### src/rtl/cbp_pkg.sv
package cbp_pkg;

    typedef enum logic [1:0] {
        PM_IDLE  = 2'd0,
        PM_WRITE = 2'd1,
        PM_READ  = 2'd2,
        PM_OFF   = 2'd3
    } port_mode_e;

    // Resolve what the host is asking for in this cycle.
    function automatic port_mode_e decode_mode(input logic active,
                                               input logic sel_n,
                                               input logic dir_rd);
        port_mode_e m;
        if (!active)     m = PM_OFF;
        else if (sel_n)  m = PM_IDLE;
        else if (dir_rd) m = PM_READ;
        else             m = PM_WRITE;
        return m;
    endfunction

endpackage

### src/rtl/cbp_fifo.sv
module cbp_fifo #(
    parameter int DW    = 8,
    parameter int DEPTH = 16
) (
    input  logic                         clk,
    input  logic                         rst_n,
    input  logic                         push,
    input  logic [DW-1:0]                wdata,
    input  logic                         pop,
    output logic [DW-1:0]                rdata,
    output logic                         full,
    output logic                         empty,
    output logic [$clog2(DEPTH+1)-1:0]   count
);
    localparam int AW = (DEPTH > 1) ? $clog2(DEPTH) : 1;
    localparam int CW = $clog2(DEPTH + 1);
    localparam logic [AW-1:0] LAST_IDX = AW'(DEPTH - 1);
    localparam logic [CW-1:0] FULL_CNT = CW'(DEPTH);

    typedef struct packed {
        logic [AW-1:0] wp;
        logic [AW-1:0] rp;
        logic [CW-1:0] cnt;
    } fifo_st_t;

    fifo_st_t s_d, s_q;
    logic [DW-1:0] mem_q [DEPTH];
    logic push_ok, pop_ok;

    assign full    = (s_q.cnt == FULL_CNT);
    assign empty   = (s_q.cnt == '0);
    assign push_ok = push && !full;
    assign pop_ok  = pop && !empty;
    assign rdata   = mem_q[s_q.rp];
    assign count   = s_q.cnt;

    always_comb begin
        s_d = s_q;
        if (push_ok) s_d.wp = (s_q.wp == LAST_IDX) ? '0 : s_q.wp + 1'b1;
        if (pop_ok)  s_d.rp = (s_q.rp == LAST_IDX) ? '0 : s_q.rp + 1'b1;
        case ({push_ok, pop_ok})
            2'b10:   s_d.cnt = s_q.cnt + 1'b1;
            2'b01:   s_d.cnt = s_q.cnt - 1'b1;
            default: s_d.cnt = s_q.cnt;
        endcase
    end

    always_ff @(posedge clk or negedge rst_n) begin
        if (!rst_n) s_q <= '0;
        else        s_q <= s_d;
    end

    always_ff @(posedge clk) begin
        if (push_ok) mem_q[s_q.wp] <= wdata;
    end
endmodule

### src/rtl/cbp_drain.sv
module cbp_drain #(
    parameter int DW     = 8,
    parameter int PERIOD = 4,
    parameter int TARGET = 40
) (
    input  logic          clk,
    input  logic          rst_n,
    input  logic          fifo_empty,
    input  logic [DW-1:0] head,
    output logic          pop,
    output logic          cons_valid,
    output logic [DW-1:0] cons_data,
    output logic          done
);
    localparam int PW = (PERIOD > 1) ? $clog2(PERIOD) : 1;
    localparam int NW = $clog2(TARGET + 1);
    localparam logic [PW-1:0] LAST_PH = PW'(PERIOD - 1);
    localparam logic [NW-1:0] GOAL    = NW'(TARGET);

    typedef struct packed {
        logic [PW-1:0] ph;
        logic [NW-1:0] used;
        logic          done;
        logic          cv;
        logic [DW-1:0] cd;
    } drain_st_t;

    drain_st_t s_d, s_q;

    assign pop        = (s_q.ph == LAST_PH) && !fifo_empty;
    assign cons_valid = s_q.cv;
    assign cons_data  = s_q.cd;
    assign done       = s_q.done;

    always_comb begin
        s_d    = s_q;
        s_d.ph = (s_q.ph == LAST_PH) ? '0 : s_q.ph + 1'b1;
        s_d.cv = pop;
        if (pop) begin
            s_d.cd = head;
            if (s_q.used != GOAL) s_d.used = s_q.used + 1'b1;
        end
        s_d.done = s_q.done || (s_d.used == GOAL);
    end

    always_ff @(posedge clk or negedge rst_n) begin
        if (!rst_n) s_q <= '0;
        else        s_q <= s_d;
    end
endmodule

### src/rtl/cbp_readback.sv
module cbp_readback #(
    parameter int DW    = 8,
    parameter int DEPTH = 256
) (
    input  logic          clk,
    input  logic          rst_n,
    input  logic          wr_en,
    input  logic [DW-1:0] wdata,
    input  logic          rd_en,
    input  logic          rd_clr,
    output logic [DW-1:0] rdata
);
    localparam int AW = (DEPTH > 1) ? $clog2(DEPTH) : 1;
    localparam logic [AW-1:0] LAST_IDX = AW'(DEPTH - 1);

    typedef struct packed {
        logic [AW-1:0] wp;
        logic [AW-1:0] rp;
        logic [DW-1:0] dout;
    } rb_st_t;

    rb_st_t s_d, s_q;
    logic [DW-1:0] mem_q [DEPTH];

    assign rdata = s_q.dout;

    always_comb begin
        s_d = s_q;
        if (wr_en) s_d.wp = (s_q.wp == LAST_IDX) ? '0 : s_q.wp + 1'b1;
        if (rd_en) begin
            s_d.dout = mem_q[s_q.rp];
            s_d.rp   = (s_q.rp == LAST_IDX) ? '0 : s_q.rp + 1'b1;
        end
        if (rd_clr) s_d.rp = '0;
    end

    always_ff @(posedge clk or negedge rst_n) begin
        if (!rst_n) s_q <= '0;
        else        s_q <= s_d;
    end

    always_ff @(posedge clk) begin
        if (wr_en) mem_q[s_q.wp] <= wdata;
    end
endmodule

### src/rtl/cfg_byte_port.sv
module cfg_byte_port #(
    parameter int DW           = 8,
    parameter int FIFO_DEPTH   = 16,
    parameter int DRAIN_PERIOD = 4,
    parameter int RB_DEPTH     = 256,
    parameter int CFG_BYTES    = 40
) (
    input  logic          clk,
    input  logic          rst_n,
    input  logic          persist,
    input  logic          cs_n,
    input  logic          rdwr_n,
    input  logic [DW-1:0] din,
    output logic [DW-1:0] dout,
    output logic          dout_oe,
    output logic          busy,
    output logic          busy_oe,
    output logic          done,
    output logic          released,
    output logic          cons_valid,
    output logic [DW-1:0] cons_data
);
    import cbp_pkg::*;

    localparam int FCW = $clog2(FIFO_DEPTH + 1);

    port_mode_e     mode;
    logic           port_on;
    logic           fifo_full, fifo_empty, fifo_pop;
    logic           push_req, push_ok;
    logic [DW-1:0]  fifo_head;
    logic [FCW-1:0] fifo_cnt;

    assign port_on  = persist || !done;
    assign mode     = decode_mode(port_on, cs_n, rdwr_n);
    assign push_req = (mode == PM_WRITE);
    assign push_ok  = push_req && !fifo_full;

    assign busy     = port_on && fifo_full;
    assign busy_oe  = port_on;
    assign dout_oe  = (mode == PM_READ);
    assign released = !port_on;

    cbp_fifo #(.DW(DW), .DEPTH(FIFO_DEPTH)) u_store (
        .clk   (clk),
        .rst_n (rst_n),
        .push  (push_req),
        .wdata (din),
        .pop   (fifo_pop),
        .rdata (fifo_head),
        .full  (fifo_full),
        .empty (fifo_empty),
        .count (fifo_cnt)
    );

    cbp_drain #(.DW(DW), .PERIOD(DRAIN_PERIOD), .TARGET(CFG_BYTES)) u_drain (
        .clk        (clk),
        .rst_n      (rst_n),
        .fifo_empty (fifo_empty),
        .head       (fifo_head),
        .pop        (fifo_pop),
        .cons_valid (cons_valid),
        .cons_data  (cons_data),
        .done       (done)
    );

    cbp_readback #(.DW(DW), .DEPTH(RB_DEPTH)) u_rb (
        .clk    (clk),
        .rst_n  (rst_n),
        .wr_en  (push_ok),
        .wdata  (din),
        .rd_en  (mode == PM_READ),
        .rd_clr (mode != PM_READ && mode != PM_WRITE),
        .rdata  (dout)
    );
endmodule

### config.mk
export PLATFORM = sky130hd
export DESIGN_NAME = cfg_byte_port
export DESIGN_NICKNAME = d
export VERILOG_FILES = /design/src/rtl/cbp_pkg.sv /design/src/rtl/cbp_fifo.sv /design/src/rtl/cbp_drain.sv /design/src/rtl/cbp_readback.sv /design/src/rtl/cfg_byte_port.sv
export SDC_FILE = /design/constraint.sdc
export NUM_CORES = 2
export LEC_CHECK = 0
export ABC_AREA = 1
export CAP_MARGIN = 5
export CORE_MARGIN = 4
export CORE_UTILIZATION = 45
export CTS_BUF_LIST = sky130_fd_sc_hd__clkbuf_8
export DETAILED_ROUTE_END_ITERATION = 8
export PLACE_DENSITY_LB_ADDON = 0.05
export SYNTH_ARGS = -nofsm -noshare
export SYNTH_HDL_FRONTEND = slang
export SYNTH_SLANG_ARGS = --single-unit
### constraint.sdc
create_clock -name clk -period 4.97 [get_ports clk]
set_input_delay 0.497 -clock clk [delete_from_list [all_inputs] [get_ports clk]]
set_output_delay 0.497 -clock clk [all_outputs]
set_load 0.01 [all_outputs]
==> impl_results.md <==
* Synth top area cells: edfxtp_1 70%, nand2_1 8.2%, nor2_1 6.0%
* Reg-to-reg critical path startpoint: u_rb.s_q[8]
* P_leak at 37.92 nW
* Fill cells at 18,569
* Routed WL at 276.7 mm
* Mapped Area at 92,920 um^2
* VDD IR-drop max at 0.0002771 V
* Worst EP required at 5.94 ns
* Worst Setup End Kind: flip-flop
* Clk slew on worst S/H paths at 0.06 ns
* Die Span Y at 462.4 um
* Die area at 213,800 um^2
* Sink Count at 2,231
* Pwr Total at 0.04161 W
* Vias per cell at 5.422
* Slew Limit Fails at 0
* Ports at 35
* Post-synthesis average cell area at 11.09 um^2
* Final setup TNS at 0 ns
* Area growth syn-to-layout at 10.74%
* Max-cap violations at 0
* DR vias at 61,917
* Core area at 205,000 um^2
* Tcrit/Tclk final at 0.7003
* Max-slew headroom at 0.2565
* Initial antenna violation count at 9
* Share of cells above drive strength 1 at 0.07676
* First-pass GRT wire length at 405.0 mm
* Total Routing Usage GR at 0.2535
* 1st-iter DRT viols at 6,235
* YS warnings at 0
* Max Freq at 287.3 MHz
* Rows at 166
* DR DRC count at 0
* Ys async rst share at 0.02465
* Status: completed
* Worst setup SP type: flip-flop
* DIE WIDTH at 462.4 um
* Clk root buf: clkbuf_8
* RePlAce Congestion at 0.8662
* CTS tree: done
* EDFF count, synth at 2,176
* GRT overflow at 0
* Seq/Total Area, Yosys at 0.7181
* Syn nets at 8,409
* H-tree level count at 5
* Yosys top cell area share at 0.7032
* Most frequent cell after synthesis: edfxtp_1
* Post-route ant nets at 0
* Synth Instances at 8,376
* Library cells used by synthesis at 38
* Most frequent cells after synthesis: 2,176 x edfxtp_1, 2,018 x nand2_1, 1,487 x nor2_1, 820 x nand3_1, 529 x o21ai_0
* Clock period minus worst slack at 3.480 ns
* Clock Latency Late Sink at 1.08 ns
* Port Buffers at 34
* Nets at 8,481
* Synth area leader: edfxtp_1
* Maximum buffer depth of the clock tree at 4
* Pre-antenna DRT Iters at 6
* Register-to-Register Path Depth at 13
* Final hold violation count at 0
* Final Skew at 0.04530 ns
* Crit-path max FO at 78
* Synth Flop Type: edfxtp_1
* Critical Path AT at 4.45 ns
* CTS Buf Count at 390
* Endpoints failing setup at 0
* Initial Util at 0.4533
* Post-DP HPWL at 156.9 mm
* Reg-to-reg slack, setup at 1.49 ns
* RSZ-0062 raised after global routing: no
* Reg2Reg Capture Point: u_rb.rdata[7]
* PD cells at 404.4 nW/um^2
* Slew at the pin closest to its max-slew limit at 1.112 ns
* Yosys reg bits at 2,231
* Via count of the first global-routing pass at 61,505
* Hold crit path type: input port to asynchronous set/reset pin
* CP Class: flip-flop to flip-flop
* WL per Instance at 24.23 um
* Pin count of the biggest net entering global routing at 184
cells in the final DEF, fill, tap and decap left out, drive strengths merged, types with 4 or more instances in the layout:
cell / n
clkinv: 131
clkbuf: 407
o211ai: 18
clkinvlp: 7
clkdlybuf4s50: 25
o21ai: 575
nand2: 2021
dfrtp: 55
inv: 537
o221ai: 13
nand4: 15
a21oi: 136
buf: 158
xor2: 13
o22ai: 31
ha: 20
edfxtp: 2176
bufinv: 4
a31oi: 10
and3: 7
nor2: 1487
dlygate4sd3: 9
or2: 30
nand3: 820
nor3: 14
final cells by class:
type / count / area, um^2 / share of cell area
inverter: 413 / 1577 / 0.01532
multi-input combinational: 5220 / 22220 / 0.2159
tap: 2688 / 3363 / 0.03269
sequential: 2231 / 66730 / 0.6485
antenna: 2 / 5.005 / 0.00004864
clock inverter: 266 / 1189 / 0.01155
timing repair buffer: 192 / 2212 / 0.02150
clock buffer: 407 / 5602 / 0.05444
worst max-delay path, stage by stage, from the launching register on:
cell and delay, ns:
dfrtp_4 0.72, inv_8 0.63, buf_12 0.36, nand2_1 0.13, nand3_1 0.10, a21oi_1 0.09
nor2_1 0.23, nand2_1 0.14, nand3_1 0.28, nand2_1 0.09, nand2_1 0.07, nand3_1 0.24
nor2_1 0.17, nor2_1 0.05
cells by family (layout without fill, tap and decap cells):
family	Yosys count	in the layout	share of synthesized area
DFF	2231	2231	0.7181
other	0	2	0
adders and majority gates	20	20	0.002693
buffers and inverters	925	1278	0.04309
AOI/OAI and AO/OA	788	788	0.04425
xor gates and xnor gates	15	15	0.001414
and+or+nand+nor	4397	4397	0.1905
timing repair:
action                    in CTS  in global routing
hold buffers                   9                  0
buffers inserted               0                  0
gates resized for setup        0                  0
hold endpoints to repair     562                  0
state kept, by name (all words and copies together) (netlist names):
register / count
u_drain.cons_data: 8
u_drain.cons_valid: 1
u_drain.done: 1
u_drain.s_q: 8
u_rb.mem_q: 2048
u_rb.rdata: 8
u_rb.s_q: 16
u_store.count: 5
u_store.mem_q: 128
u_store.s_q: 8
worst max-delay path by stage:
stage | start | endpoint | slack [ns] | cells past startpoint
final | u_rb.s_q[8] | u_rb.rdata[7] | 1.49 | 13
after global routing | u_drain.done | u_rb.mem_q[35][5] | 1.24 | 10
after CTS | u_drain.done | dout_oe | 1.36 | 8
after detailed placement | persist | u_rb.mem_q[83][1] | 0.95 | 10
after global placement | persist | u_rb.mem_q[162][2] | 0.97 | 10
after floorplan | u_store.count[1] | u_store.count[4] | 2.06 | 16
per-stage QoR:
stage	hold WS [ns]	worst slack (ns)	area (um^2)	cells	util
3_5_place_dp	0.4164	0.9462	96010	10735	0.4684
5_1_grt	0.09721	1.238	102900	11419	0.5019
2_1_floorplan	0.2014	2.056	92920	8376	-
4_1_cts	0.008620	1.361	102900	11417	0.5019
6_report	0.07161	1.490	102900	11419	0.5019
3_3_place_gp	0.4161	0.9731	96010	10735	0.4684
layer usage:
| layer | global-route usage | vias to the layer above | share of wire |
|---|---|---|---|
| met5 | 0 | - | 0.000043 |
| met4 | 0.08876 | 2 | 0.033 |
| met3 | 0.04015 | 413 | 0.065 |
| met2 | 0.4038 | 2132 | 0.47 |
| met1 | 0.3552 | 30678 | 0.44 |
| li1 | - | 28692 | - |
power breakdown:
group | switching [W] | internal [W] | total, W
clock | 0.00736 | 0.00772 | 0.0151
combinational | 0.00391 | 0.00138 | 0.00530
sequential | 0.000300 | 0.0209 | 0.0212
(Power assumes the default switching activity.)
